===== src/rtl/rob_pkg.sv =====
package rob_pkg;

    localparam int DATA_W = 16;
    localparam int REG_W  = 3;

    typedef enum logic [1:0] {
        OP_ALU    = 2'd0,
        OP_LOAD   = 2'd1,
        OP_STORE  = 2'd2,
        OP_BRANCH = 2'd3
    } op_kind_t;

    typedef struct packed {
        logic              busy;
        op_kind_t          kind;
        logic              done;
        logic [REG_W-1:0]  dst;
        logic [DATA_W-1:0] data;
    } rob_entry_t;

    typedef enum logic {
        RT_IDLE = 1'b0,
        RT_EMIT = 1'b1
    } rt_state_t;

    function automatic logic writes_reg(op_kind_t k);
        return (k == OP_ALU) || (k == OP_LOAD);
    endfunction

endpackage


===== src/rtl/rob_alloc.sv =====
module rob_alloc #(
    parameter int DEPTH = 8,
    parameter int IDX_W = $clog2(DEPTH)
) (
    input  logic             clk,
    input  logic             rst_n,
    input  logic             clr,
    input  logic             req,
    input  logic [DEPTH-1:0] busy_vec,
    output logic [IDX_W-1:0] ptr_o,
    output logic             full_o,
    output logic             grant_o
);

    localparam logic [IDX_W-1:0] LAST = IDX_W'(DEPTH - 1);

    logic [IDX_W-1:0] ptr_q;
    logic [IDX_W-1:0] ptr_nxt;

    always_comb begin
        ptr_nxt = (ptr_q == LAST) ? '0 : ptr_q + 1'b1;
        full_o  = busy_vec[ptr_q];
        grant_o = req && !full_o && !clr;
        ptr_o   = ptr_q;
    end

    always_ff @(posedge clk or negedge rst_n) begin
        if (!rst_n)       ptr_q <= '0;
        else if (clr)     ptr_q <= '0;
        else if (grant_o) ptr_q <= ptr_nxt;
    end

    // a refused or absent request leaves the allocation pointer unchanged
    p_ptr_hold_r3: assert property (@(posedge clk) disable iff (!rst_n)
        (!grant_o && !clr) |=> $stable(ptr_q));

endmodule


===== src/rtl/rob_store.sv =====
module rob_store
    import rob_pkg::*;
#(
    parameter int DEPTH = 8,
    parameter int IDX_W = $clog2(DEPTH)
) (
    input  logic              clk,
    input  logic              rst_n,
    input  logic              clr,
    input  logic              alloc_we,
    input  logic [IDX_W-1:0]  alloc_idx,
    input  op_kind_t          alloc_kind,
    input  logic [REG_W-1:0]  alloc_dst,
    input  logic              cmp_vld,
    input  logic [IDX_W-1:0]  cmp_idx,
    input  logic [DATA_W-1:0] cmp_data,
    input  logic              rel_we,
    input  logic [IDX_W-1:0]  head_idx,
    output logic [DEPTH-1:0]  busy_vec,
    output logic [DEPTH-1:0]  done_vec,
    output rob_entry_t        head_o
);

    rob_entry_t [DEPTH-1:0] ent_flat;

    for (genvar i = 0; i < DEPTH; i++) begin : g_slot
        rob_entry_t ent_q;
        logic       hit_alloc;
        logic       hit_cmp;
        logic       hit_rel;

        always_comb begin
            hit_alloc = alloc_we && (alloc_idx == IDX_W'(i));
            hit_cmp   = cmp_vld && (cmp_idx == IDX_W'(i)) && ent_q.busy;
            hit_rel   = rel_we && (head_idx == IDX_W'(i));
        end

        always_ff @(posedge clk or negedge rst_n) begin
            if (!rst_n) begin
                ent_q <= '0;
            end else if (clr) begin
                ent_q.busy <= 1'b0;
                ent_q.done <= 1'b0;
            end else if (hit_rel) begin
                ent_q.busy <= 1'b0;
                ent_q.done <= 1'b0;
            end else if (hit_alloc) begin
                ent_q.busy <= 1'b1;
                ent_q.kind <= alloc_kind;
                ent_q.done <= 1'b0;
                ent_q.dst  <= alloc_dst;
                ent_q.data <= '0;
            end else if (hit_cmp) begin
                ent_q.done <= 1'b1;
                ent_q.data <= cmp_data;
            end
        end

        assign ent_flat[i] = ent_q;
        assign busy_vec[i] = ent_q.busy;
        assign done_vec[i] = ent_q.done;
    end

    assign head_o = ent_flat[head_idx];

    // an accepted allocation leaves its slot in use
    p_alloc_busy_r3: assert property (@(posedge clk) disable iff (!rst_n)
        (alloc_we && !clr) |=> busy_vec[$past(alloc_idx)]);

    // only in-use slots may hold a result
    p_done_busy_r4: assert property (@(posedge clk) disable iff (!rst_n)
        ((done_vec & ~busy_vec) == '0));

    // completion into an idle slot does not mark it done
    p_idle_ignore_r4: assert property (@(posedge clk) disable iff (!rst_n)
        (cmp_vld && !busy_vec[cmp_idx] && !(alloc_we && alloc_idx == cmp_idx))
        |=> !done_vec[$past(cmp_idx)]);

endmodule


===== src/rtl/rob_retire.sv =====
module rob_retire
    import rob_pkg::*;
#(
    parameter int DEPTH = 8,
    parameter int IDX_W = $clog2(DEPTH)
) (
    input  logic              clk,
    input  logic              rst_n,
    input  logic              clr,
    input  rob_entry_t        head_i,
    output logic [IDX_W-1:0]  head_idx_o,
    output logic              rel_we_o,
    output logic              ret_fire,
    output logic              ret_we,
    output logic [IDX_W-1:0]  ret_idx,
    output logic [REG_W-1:0]  ret_dst,
    output logic [DATA_W-1:0] ret_data
);

    localparam logic [IDX_W-1:0] LAST = IDX_W'(DEPTH - 1);

    rt_state_t         state_q;
    rt_state_t         state_nxt;
    logic              ready;
    logic [IDX_W-1:0]  head_q;
    op_kind_t          kind_q;
    logic [IDX_W-1:0]  idx_q;
    logic [REG_W-1:0]  dst_q;
    logic [DATA_W-1:0] data_q;

    always_comb begin
        ready      = head_i.busy && head_i.done;
        rel_we_o   = ready && !clr;
        head_idx_o = head_q;
        state_nxt  = ready ? RT_EMIT : RT_IDLE;
    end

    // state register
    always_ff @(posedge clk or negedge rst_n) begin
        if (!rst_n)   state_q <= RT_IDLE;
        else if (clr) state_q <= RT_IDLE;
        else          state_q <= state_nxt;
    end

    // head pointer and captured entry
    always_ff @(posedge clk or negedge rst_n) begin
        if (!rst_n) begin
            head_q <= '0;
            kind_q <= OP_ALU;
            idx_q  <= '0;
            dst_q  <= '0;
            data_q <= '0;
        end else if (clr) begin
            head_q <= '0;
        end else if (ready) begin
            head_q <= (head_q == LAST) ? '0 : head_q + 1'b1;
            kind_q <= head_i.kind;
            idx_q  <= head_q;
            dst_q  <= head_i.dst;
            data_q <= head_i.data;
        end
    end

    // outputs
    always_comb begin
        ret_fire = 1'b0;
        ret_we   = 1'b0;
        ret_idx  = '0;
        ret_dst  = '0;
        ret_data = '0;
        unique case (state_q)
            RT_IDLE: ;
            RT_EMIT: begin
                ret_fire = 1'b1;
                ret_we   = writes_reg(kind_q);
                ret_idx  = idx_q;
                ret_dst  = dst_q;
                ret_data = data_q;
            end
            default: ;
        endcase
    end

    // the head does not move while the oldest slot is unfinished
    p_head_wait_r5: assert property (@(posedge clk) disable iff (!rst_n)
        (!ready && !clr) |=> $stable(head_q));

    // a release is shown only after a done head slot was seen
    p_fire_src_r6: assert property (@(posedge clk) disable iff (!rst_n)
        ret_fire |-> ($past(head_i.done) && $past(head_i.busy)));

    // the write strobe is never raised outside a release
    p_we_in_fire_r7: assert property (@(posedge clk) disable iff (!rst_n)
        ret_we |-> ret_fire);

endmodule


===== src/rtl/rob_inorder.sv =====
module rob_inorder
    import rob_pkg::*;
#(
    parameter int DEPTH = 8,
    localparam int IDX_W = $clog2(DEPTH)
) (
    input  logic              clk,
    input  logic              rst_n,
    input  logic              clr,
    input  logic              alloc_req,
    input  logic [1:0]        alloc_kind,
    input  logic [REG_W-1:0]  alloc_dst,
    output logic              alloc_ok,
    output logic [IDX_W-1:0]  alloc_idx,
    output logic              rob_full,
    input  logic              cmp_vld,
    input  logic [IDX_W-1:0]  cmp_idx,
    input  logic [DATA_W-1:0] cmp_data,
    output logic              ret_fire,
    output logic              ret_we,
    output logic [IDX_W-1:0]  ret_idx,
    output logic [REG_W-1:0]  ret_dst,
    output logic [DATA_W-1:0] ret_data
);

    logic [DEPTH-1:0] busy_vec;
    logic [DEPTH-1:0] done_vec;
    logic [IDX_W-1:0] head_idx;
    logic             rel_we;
    rob_entry_t       head_ent;

    rob_alloc #(.DEPTH(DEPTH), .IDX_W(IDX_W)) u_alloc (
        .clk      (clk),
        .rst_n    (rst_n),
        .clr      (clr),
        .req      (alloc_req),
        .busy_vec (busy_vec),
        .ptr_o    (alloc_idx),
        .full_o   (rob_full),
        .grant_o  (alloc_ok)
    );

    rob_store #(.DEPTH(DEPTH), .IDX_W(IDX_W)) u_store (
        .clk        (clk),
        .rst_n      (rst_n),
        .clr        (clr),
        .alloc_we   (alloc_ok),
        .alloc_idx  (alloc_idx),
        .alloc_kind (op_kind_t'(alloc_kind)),
        .alloc_dst  (alloc_dst),
        .cmp_vld    (cmp_vld),
        .cmp_idx    (cmp_idx),
        .cmp_data   (cmp_data),
        .rel_we     (rel_we),
        .head_idx   (head_idx),
        .busy_vec   (busy_vec),
        .done_vec   (done_vec),
        .head_o     (head_ent)
    );

    rob_retire #(.DEPTH(DEPTH), .IDX_W(IDX_W)) u_retire (
        .clk        (clk),
        .rst_n      (rst_n),
        .clr        (clr),
        .head_i     (head_ent),
        .head_idx_o (head_idx),
        .rel_we_o   (rel_we),
        .ret_fire   (ret_fire),
        .ret_we     (ret_we),
        .ret_idx    (ret_idx),
        .ret_dst    (ret_dst),
        .ret_data   (ret_data)
    );

    // after a clear no slot remains in use
    p_clr_empty_r9: assert property (@(posedge clk) disable iff (!rst_n)
        clr |=> (busy_vec == '0));

endmodule


===== config.mk =====
export PLATFORM = sky130hd
export DESIGN_NAME = rob_inorder
export DESIGN_NICKNAME = d
export VERILOG_FILES = /design/src/rtl/rob_pkg.sv /design/src/rtl/rob_alloc.sv /design/src/rtl/rob_store.sv /design/src/rtl/rob_retire.sv /design/src/rtl/rob_inorder.sv
export SDC_FILE = /design/constraint.sdc
export NUM_CORES = 1
export LEC_CHECK = 0
export BUFFER_PORTS_ARGS = -buffer_cell sky130_fd_sc_hd__buf_2
export CAP_MARGIN = 20
export CORE_MARGIN = 10
export CORE_UTILIZATION = 52
export DETAILED_ROUTE_END_ITERATION = 8
export PLACE_DENSITY = 0.71
export SYNTH_ARGS = -nofsm -noshare
export SYNTH_HDL_FRONTEND = slang
export SYNTH_HIERARCHICAL = 1
export SYNTH_SLANG_ARGS = --single-unit

===== constraint.sdc =====
create_clock -name clk -period 9.8 [get_ports clk]
set_input_delay 0.49 -clock clk [delete_from_list [all_inputs] [get_ports clk]]
set_output_delay 0.49 -clock clk [all_outputs]
set_load 0.005 [all_outputs]

======== Word-level counts from Yosys, hierarchy flattened ========
Index checks and enable logic that the tools add are counted.
operators by class
  add/subtract/negate cells ............... 2
  equality and inequality tests ........... 22
  bitwise gates (word level) .............. 9
  reductions and logical operators ........ 86
  muxes and demuxes ....................... 89
  magnitude comparators ................... 2
operators by type and width
  operator               number
  $mux W16               17
  $bmux W23 S3           1
  $mux W1                53
  $mux W3                16
  $reduce_and A3 Y1      16
  $eq A3 B3 Y1 const B   12
  $logic_and A1 B1 Y1    36
  $reduce_bool A4 Y1     8
  $reduce_bool A3 Y1     8
  $mux W23               1
  $reduce_bool A2 Y1     10
  $eq A3 B2 Y1 const B   6
  $eq A3 B1 Y1 const B   3
  $logic_not A3 Y1       3
  $not A1 Y1             9
  $lt A3 B4 Y1 const B   2
  $add A3 B1 Y3 const B  2
  $bmux W1 S3            1
  $eq A2 B1 Y1 const B   1
  $logic_not A1 Y1       2
  $logic_not A2 Y1       1
  $reduce_and A2 Y1      1
  $logic_or A1 B1 Y1     1
word-level totals
  input bits .............................. 29
  word-level logic and storage cells ...... 257
  flip-flop bits (word level) ............. 215
  output and inout bits ................... 29

======== Depth between registers and ports, before layout ========
  word-level depth ........................ 9
  gate-level depth with buffers ........... 15
  mapped depth without buffers ............ 9

======== Modules after synthesis ========
The synthesis kept the hierarchy.
modules (own cells, without submodules)
  module      area each (um^2)  times used  cells an instance  seq. area each (um^2)
  rob_store   8662.1            1           636                4604.4
  rob_retire  1310.0            1           92                 675.6
  rob_alloc   234.0             1           23                 75.1

======== Worst setup path before layout ========
Ideal clock, no wire load.
  kind .................................... flip-flop to flip-flop
  from .................................... register u_retire.head_q[0], in the netlist u_retire/head_idx_o[0]
  to ...................................... register u_store.g_slot[5].ent_q, in the netlist u_store/ent_flat[121]
  setup time .............................. 0.066 ns
  clock period less this slack ............ 3.386 ns
  cell stages (with the launch flop) ...... 16
  required time ........................... 9.734 ns
  arrival time ............................ 3.320 ns
  slack ................................... 6.414 ns
  path buffers ............................ 6
  cells stage by stage .................... dfrtp_1 buf_4 buf_2 buf_2 mux4_2 nand2_1 nand2_1 buf_4 nand3b_4 buf_6 inv_2 nor2b_1 and3_1 nor4_4 buf_2 a22o_1
RTL lines
  item                      line              text
  start: declaration        rob_retire.sv:25  logic [IDX_W-1:0] head_q;
  start signal: assignment  rob_retire.sv:56  head_q <= (head_q == LAST) ? '0 : head_q + 1'b1;
  end: declaration          rob_store.sv:27   rob_entry_t ent_q;

==> run_results.csv <==
group,metric,value,unit
outcome,run_status,"complete, no violations",
floorplan,dieWidth,157,microns
layout,drive_gt1_frac,0.293,
drt,drt_iter0_markers,600,
pwr,p_clk_frac,0.443,
grt,first_global_vias,7023,
floorplan,ioPinCount,58,
place,portBuffers,56,
critical_path,cp_common_cell,"nand2_1",
logic_synthesis,yosys_warnings,6,
sta,skew,0.0102,ns
pwr,ir_drop,0.128,mV
cts,tritoncts,"built",
logic_synthesis,syn_nets,755,
logic_synthesis,syn_inst,722,
layout,layout-area-overhead-vs-synth,10.9,%
drt,routed_wl,24.6,mm
place,gp_congestion,0.869,
cts,clock_latency,0.50,ns
critical_path,worstReg2RegStart,"u_retire/head_idx_o[0]",
sta,fmax,251,MHz
critical_path,reg2regPathDepth,10,
pwr,p_seq_frac,0.496,
sta,max-slew-margin-rel,0.223,
pwr,leakage,5.14,nW
grt,grt_max_degree,90,
critical_path,cpMaxStageDelayCell,"nor4_4",
layout,fin_area,10900,sq um
place,postPlaceCellArea,10100,sq um
critical_path,critPathLaunchType,"flip-flop",
logic_synthesis,syn_area,9800,sq um
critical_path,path_max_fanout,29,
layout,layout_commonest_cell,"dfrtp_1",
cts,root_buffer,"clkbuf_16",
drt,drc_errors,0,
drt,ant_nets,0,
critical_path,cp_data_arrival_time,4.41,ns
sta,setup_viol,0,
place,place_hpwl,15.2,mm
layout,nets,781,
sta,finalHoldViolations,0,
sta,drv_slew,0,
critical_path,slowest_delay,0.68,ns
grt,overflow,0,
critical_path,r2r_slack,5.82,ns
critical_path,r2r_end,"u_store/ent_flat[78]",
sta,rsz0062_at_grt,"false",
layout,insertedDiodeCount,0,
floorplan,die_h,157,microns
critical_path,end_kind,"flip-flop",
grt,antenna_found_initial,2,
cts,htreeDepth,1,
floorplan,die_area,24700,sq um
cts,numCtsBuffers,23,
grt,grt_pass1_wl,39.5,mm
drt,num_vias,6438,
critical_path,critPathTopFamily,"simple AND/OR/NAND/NOR gates",
cts,clockBufferDepth,3,
pwr,power.net_switching,412,uW
run,max_cap_viol_count,0,
critical_path,crit_type,"flip-flop to flip-flop",
logic_synthesis,synth.avg_cell_area,13.6,sq um
cts,cts_setup_buffers,0,
floorplan,core,18600,sq um
hold_path,hp-class,"primary input to asynchronous set/reset pin",
drt,wl_per_cell,24.7,microns
cts,holdBufCountCts,0,
pwr,intPower,1.39,mW
drt,drtPass1Iterations,8,
pwr,switching_share,0.228,
cts,cts.sinks,206,
cts,clkTransAtPathRegs,0.06,ns
pwr,power_density,166,nW/um^2
critical_path,crit_chain,"buf_4, mux4_2, nand2_1, nand2_1, nand3b_4, inv_2, a41o_1, nor4_4, buf_6, a22o_1",
pwr,combPwrFrac,0.060,
critical_path,crit_required,10.23,ns
grt,track_usage,0.202,
drt,via_per_inst,6.46,
cts,cts.repair.resized,0,
floorplan,start_util,0.526,
sta,worst_pin_slew,1.17,ns
sta,min_period,3.98,ns
sta,setup_tns,0,ns
layout,layout_common_cells,"dfrtp_1 (204), a22o_1 (128), nand2_1 (69)",
floorplan,rows,50,
sta,fin_crit_sh,0.406,
critical_path,crit_buf_inv,3,
power groups by stage:
stage	logic [mW]	registers [mW]	clock network (mW)
floorplan	0.0695	0.904	0
global placement	0.104	0.907	0
detailed placement	0.109	0.910	0
CTS	0.110	0.895	0.813
global route	0.120	0.898	0.854
finish	0.109	0.895	0.800
per-stage QoR:
step	hold slack, ns	power [mW]	instances	utilization	setup WS [ns]
floorplan	0.194	0.973	722	-	6.44
global placement	0.463	1.01	952	0.541	5.17
detailed placement	0.474	1.02	956	0.544	5.40
CTS	0.0772	1.82	995	0.581	5.38
global route	0.100	1.87	996	0.583	5.58
finish	0.0555	1.80	996	0.583	5.82
per-layer routing:
metal | vias to the layer above | routed length (microns) | track usage
li1 | 2756 | - | -
met1 | 3408 | 10300 | 0.262
met2 | 231 | 11900 | 0.337
met3 | 41 | 1780 | 0.0448
met4 | 2 | 533 | 0.0543
met5 | - | 13 | 0
worst max path at each step:
stage	startpoint	endpoint	slack, ns	cells after the start
2_1_floorplan	u_retire/head_idx_o[0]	u_store/ent_flat[121]	6.44	15
3_3_place_gp	u_retire/head_idx_o[0]	u_store/ent_flat[83]	5.17	9
3_5_place_dp	u_retire/head_idx_o[0]	u_store/ent_flat[71]	5.40	10
4_1_cts	u_retire/head_idx_o[0]	u_store/ent_flat[71]	5.38	10
5_1_grt	u_retire/head_idx_o[0]	u_store/ent_flat[71]	5.58	10
6_report	u_retire/head_idx_o[0]	u_store/ent_flat[78]	5.82	10
cell type report:
| type | count | area, sq um |
|---|---|---|
| repair buffers | 70 | 433 |
| clock inverters | 4 | 23.8 |
| inverters | 4 | 15.0 |
| clock buffers | 35 | 671 |
| well taps | 234 | 293 |
| fillers | 1500 | 7780 |
| flip-flops and latches | 206 | 5160 |
| multi-input cells | 443 | 4270 |
flip-flops by register name (all words and copies together) (netlist names):
signal / flops
u_store/ent_flat: 160
u_retire/data_q: 16
u_store/busy_vec: 8
u_store/done_vec: 8
u_alloc/ptr_o: 3
u_retire/dst_q: 3
u_retire/head_idx_o: 3
u_retire/idx_q: 3
u_retire/kind_q: 1
u_retire/state_q: 1
worst register-to-register path, cell delays in order, from the launching register on:
cell      delay, ns
dfrtp_4        0.39
buf_4          0.44
mux4_2         0.58
nand2_1        0.10
nand2_1        0.20
nand3b_4       0.52
inv_2          0.21
a41o_1         0.38
nor4_4         0.68
buf_6          0.24
a22o_1         0.16
No activity file was read; power rests on OpenSTA's default activity.
